[src/rtl/cmpirq_pkg.sv]
package cmpirq_pkg;

    // Source selection carried by the two-bit enable field.
    typedef enum logic [1:0] {
        SRC_OFF = 2'b00,
        SRC_B   = 2'b01,
        SRC_C   = 2'b10,
        SRC_XOR = 2'b11
    } src_sel_e;

    // Detector state: active selection plus last-seen levels of both watched comparators.
    typedef struct packed {
        src_sel_e sel;
        logic     prev_b;
        logic     prev_c;
    } det_state_t;

    // Request flag state.
    typedef struct packed {
        logic pend;
    } flag_state_t;

endpackage

[src/rtl/cmpirq_sync.sv]
module cmpirq_sync #(
    parameter int WIDTH  = 3,
    parameter int STAGES = 2
) (
    input  logic             clk,
    input  logic             rst_n,
    input  logic [WIDTH-1:0] async_i,
    output logic [WIDTH-1:0] sync_o
);

    localparam int LAST = STAGES - 1;

    logic [STAGES-1:0][WIDTH-1:0] chain_d;
    logic [STAGES-1:0][WIDTH-1:0] chain_q;

    always_comb begin
        chain_d[0] = async_i;
        for (int s = 1; s < STAGES; s++) begin
            chain_d[s] = chain_q[s-1];
        end
    end

    generate
        for (genvar g = 0; g < STAGES; g++) begin : g_stage
            always_ff @(posedge clk or negedge rst_n) begin
                if (!rst_n) begin
                    chain_q[g] <= '0;
                end else begin
                    chain_q[g] <= chain_d[g];
                end
            end
        end
    endgenerate

    assign sync_o = chain_q[LAST];

endmodule

[src/rtl/cmpirq_detect.sv]
module cmpirq_detect
    import cmpirq_pkg::*;
(
    input  logic       clk,
    input  logic       rst_n,
    input  logic       cfg_we_i,
    input  logic [1:0] cfg_wdata_i,
    input  logic       lvl_b_i,
    input  logic       lvl_c_i,
    output logic       chg_o,
    output src_sel_e   sel_o
);

    det_state_t st_d;
    det_state_t st_q;
    logic       flip_b;
    logic       flip_c;
    logic       chg;

    always_comb begin
        flip_b = lvl_b_i ^ st_q.prev_b;
        flip_c = lvl_c_i ^ st_q.prev_c;

        unique case (st_q.sel)
            SRC_B:   chg = flip_b;
            SRC_C:   chg = flip_c;
            SRC_XOR: chg = flip_b ^ flip_c;
            default: chg = 1'b0;
        endcase

        st_d        = st_q;
        st_d.prev_b = lvl_b_i;
        st_d.prev_c = lvl_c_i;
        if (cfg_we_i) begin
            st_d.sel = src_sel_e'(cfg_wdata_i);
        end
    end

    always_ff @(posedge clk or negedge rst_n) begin
        if (!rst_n) begin
            st_q <= '{sel: SRC_OFF, prev_b: 1'b0, prev_c: 1'b0};
        end else begin
            st_q <= st_d;
        end
    end

    assign chg_o = chg;
    assign sel_o = st_q.sel;

endmodule

[src/rtl/cmpirq_flag.sv]
module cmpirq_flag
    import cmpirq_pkg::*;
(
    input  logic clk,
    input  logic rst_n,
    input  logic set_i,
    input  logic clr_i,
    output logic pend_o
);

    flag_state_t fl_d;
    flag_state_t fl_q;

    always_comb begin
        fl_d = fl_q;
        if (set_i) begin
            fl_d.pend = 1'b1;
        end else if (clr_i) begin
            fl_d.pend = 1'b0;
        end
    end

    always_ff @(posedge clk or negedge rst_n) begin
        if (!rst_n) begin
            fl_q <= '{pend: 1'b0};
        end else begin
            fl_q <= fl_d;
        end
    end

    assign pend_o = fl_q.pend;

endmodule

[src/rtl/cmpirq_top.sv]
module cmpirq_top
    import cmpirq_pkg::*;
#(
    parameter int N_CMP       = 3,
    parameter int SYNC_STAGES = 2
) (
    input  logic             clk,
    input  logic             rst_n,
    input  logic [N_CMP-1:0] cmp_raw_i,
    input  logic             cfg_we_i,
    input  logic [1:0]       cfg_wdata_i,
    output logic [N_CMP-1:0] status_o,
    output logic             irq_o,
    input  logic             irq_clr_i
);

    localparam int IDX_B = 1;
    localparam int IDX_C = 2;

    logic [N_CMP-1:0] lvl;
    logic             chg_w;
    src_sel_e         sel_w;

    cmpirq_sync #(
        .WIDTH  (N_CMP),
        .STAGES (SYNC_STAGES)
    ) u_sync (
        .clk     (clk),
        .rst_n   (rst_n),
        .async_i (cmp_raw_i),
        .sync_o  (lvl)
    );

    cmpirq_detect u_det (
        .clk         (clk),
        .rst_n       (rst_n),
        .cfg_we_i    (cfg_we_i),
        .cfg_wdata_i (cfg_wdata_i),
        .lvl_b_i     (lvl[IDX_B]),
        .lvl_c_i     (lvl[IDX_C]),
        .chg_o       (chg_w),
        .sel_o       (sel_w)
    );

    cmpirq_flag u_flag (
        .clk    (clk),
        .rst_n  (rst_n),
        .set_i  (chg_w),
        .clr_i  (irq_clr_i),
        .pend_o (irq_o)
    );

    assign status_o = lvl;

endmodule

[config.mk]
export PLATFORM = sky130hd
export DESIGN_NAME = cmpirq_top
export DESIGN_NICKNAME = d
export VERILOG_FILES = /design/src/rtl/cmpirq_pkg.sv /design/src/rtl/cmpirq_sync.sv /design/src/rtl/cmpirq_detect.sv /design/src/rtl/cmpirq_flag.sv /design/src/rtl/cmpirq_top.sv
export SDC_FILE = /design/constraint.sdc
export NUM_CORES = 1
export LEC_CHECK = 0
export BUFFER_PORTS_ARGS = -buffer_cell sky130_fd_sc_hd__buf_2
export CAP_MARGIN = 20
export CORE_AREA = 2 2 39 41
export DETAILED_ROUTE_END_ITERATION = 10
export DIE_AREA = 0 0 41 43
export SYNTH_ARGS = -nofsm -noshare
export SYNTH_HDL_FRONTEND = slang
export SYNTH_HIERARCHICAL = 1
export SYNTH_SLANG_ARGS = --single-unit
export TNS_END_PERCENT = 50
[constraint.sdc]
create_clock -name clk -period 1.3 [get_ports clk]
set_input_delay 0.13 -clock clk [delete_from_list [all_inputs] [get_ports clk]]
set_output_delay 0.13 -clock clk [all_outputs]
set_load 0.02 [all_outputs]
==> results.sh <==
export IMPL_path_cells="xor2_1 > nand2_1 > xor2_1 > a21o_1"
export IMPL_coreArea_um2=1380
export IMPL_syn_area_per_cell_um2=17.1
export IMPL_placed_area_um2=423
export IMPL_root_buffer="clkbuf_4"
export IMPL_r2r_end="u_flag/pend_o$_DFFE_PN0P_"
export IMPL_fin_crit_ns=1.01
export IMPL_critPathMaxStageDelay_ns=0.40
export IMPL_drive_above_1_share_pct=42.5
export IMPL_grt_pass1_vias=241
export IMPL_antenna_found_initial=0
export IMPL_start_util_pct=24.8
export IMPL_max_freq_ghz=0.986
export IMPL_fin_skew_ns=0.000678
export IMPL_maxCapViolCount=0
export IMPL_worst_r2r_setup_slack_ns=0.29
export IMPL_h_tree_depth=1
export IMPL_die_h_um=43
export IMPL_fp_row_count=14
export IMPL_finalSetupTns_ns=0
export IMPL_rr_startpoint="u_sync/sync_o[2]$_DFF_PN0_"
export IMPL_drt_iter0_drc=1
export IMPL_routedWlPerCell_um=9.27
export IMPL_finalCritPeriodShare_pct=78.0
export IMPL_tightest_slew_ns=0.241
export IMPL_numCtsBuffers=3
export IMPL_final_hold_viol_count=0
export IMPL_status="complete, no violations"
export IMPL_worstHoldStart="cfg_wdata_i[1]"
export IMPL_reg2reg_depth=4
export IMPL_num_nets_final=50
export IMPL_p_leak_nw=0.242
export IMPL_hold_path_class="in2reg"
export IMPL_cp_required_ns=1.46
export IMPL_grt_first_pass_wirelength_um=834
export IMPL_worst_path_max_delay_cell="dfrtp_1"
export IMPL_clk_path_buf_depth=2
export IMPL_io_pins=13
export IMPL_yosysWarnings=6
export IMPL_arrival_ns=1.17
export IMPL_worstSetupStartpointType="flip-flop"
export IMPL_first_pass_iters=2
export IMPL_port_buffers=12
export IMPL_cpMostUsedCell="xor2_1"
export IMPL_syn_nets=29
export IMPL_worstPathMaxFanout=3
export IMPL_setup_viol=0
export IMPL_rsz0062_at_grt="false"
export IMPL_whs_path_depth=2
export IMPL_slew_viol_final=0
export IMPL_area_delta_synth_final_pct=42.7
export IMPL_syn_area_um2=343
export IMPL_clk_pin_slew_ns=0.07
export IMPL_insertion_delay_ns=0.26
export IMPL_design_area_um2=489
export IMPL_syn_inst=20
export IMPL_max_slew_margin_pct=83.9
export IMPL_vias=205
export IMPL_gp_congestion=0.554
export IMPL_diodes=0
export IMPL_crit_type="reg2reg"
export IMPL_die_area_um2=1760
export IMPL_wl_um=519
export IMPL_cts_tree="done"
export IMPL_route_detailed_drc=0
export IMPL_clock_sinks=11
export IMPL_holdPathEnd="u_det/sel_o[1]$_DFFE_PN0P_"
export IMPL_track_usage_pct=7.35
export IMPL_fp_dieW_um=41
export IMPL_cts_setup_buffers=0
export IMPL_overflow=0
export IMPL_grt_start_max_net_pins=12
export IMPL_end_kind="flip-flop"
export IMPL_power_density_nw_per_um2=1410
export IMPL_postRouteAntennaNets=0
export IMPL_via_per_inst=3.66
export IMPL_holdWs_ns=0.0999
export IMPL_num_fill_cells=140
export IMPL_vdd_drop_max_mv=0.560
==> sequential cells by signal, indices dropped and copies added, names as in the netlist <==
signal and flops:
u_sync/sync_o 3, u_det/st_q 2, u_sync/chain_d 3, u_flag/pend_o 1
u_det/sel_o 2
==> layer usage <==
metal / vias up / wire (µm) / share of wire [%] / global-route usage, %
met5: - / 0 / 0 / 0
met4: 0 / 0 / 0 / 6.00
met3: 0 / 63 / 12 / 3.14
met2: 15 / 212 / 41 / 10.3
met1: 87 / 243 / 47 / 8.16
li1: 103 / - / - / -
==> what timing repair did <==
action	4_1_cts	5_1_grt
endpoints found under the hold margin	14	0
setup endpoints to repair	0	0
hold buffers	4	0
resized for setup	0	0
==> critical path, delay by kind of cell (launching register included) <==
family          cells  cell delay, ns
simple gates        1            0.07
compound gates      1            0.15
xor+xnor            2            0.28
flops               1            0.40
==> per-stage QoR <==
stage	cells	utilization [%]	setup WS, ns	power, mW
final	56	35.4	0.286	0.687
after global routing	56	35.4	0.214	0.731
after CTS	56	35.4	0.271	0.701
after detailed placement	48	30.6	0.280	0.460
after global placement	48	30.6	0.288	0.458
after floorplan	20	-	0.211	0.425
==> report_power, final <==
part	internal, mW	switching, mW	total [mW]
Sequential	0.368	0.0116	0.380
Combinational	0.0405	0.0400	0.0805
Clock	0.119	0.108	0.227
Total	0.527	0.160	0.687
==> final cells by class <==
class	count	area (µm²)	share of cell area, %
sequential	11	275	56.3
timing repair buffer	16	100	20.5
multi-input combinational	8	63.8	13.0
clock buffer	4	26.3	5.37
tap	16	20.0	4.09
inverter	1	3.75	0.767
==> placed cells by master (no fill, tap or decap) <==
cell type and count:
a21o_1 1, buf_2 12, clkbuf_1 1, clkbuf_4 3
dfrtp_1 11, dlygate4sd3_1 4, inv_1 1, mux2_2 2
nand2_1 2, xor2_1 3
==> worst max path at each step <==
stage | slack [ns] | depth (start not counted) | endpoint | start
after floorplan | 0.21 | 4 | u_flag/pend_o$_DFFE_PN0P_ | u_sync/sync_o[2]$_DFF_PN0_
after global placement | 0.29 | 4 | u_flag/pend_o$_DFFE_PN0P_ | u_sync/sync_o[2]$_DFF_PN0_
after detailed placement | 0.28 | 4 | u_flag/pend_o$_DFFE_PN0P_ | u_sync/sync_o[2]$_DFF_PN0_
after CTS | 0.27 | 4 | u_flag/pend_o$_DFFE_PN0P_ | u_sync/sync_o[2]$_DFF_PN0_
after global routing | 0.21 | 4 | u_flag/pend_o$_DFFE_PN0P_ | u_sync/sync_o[2]$_DFF_PN0_
final | 0.29 | 4 | u_flag/pend_o$_DFFE_PN0P_ | u_sync/sync_o[2]$_DFF_PN0_
Note: power is estimated with default switching activity, not from simulation.
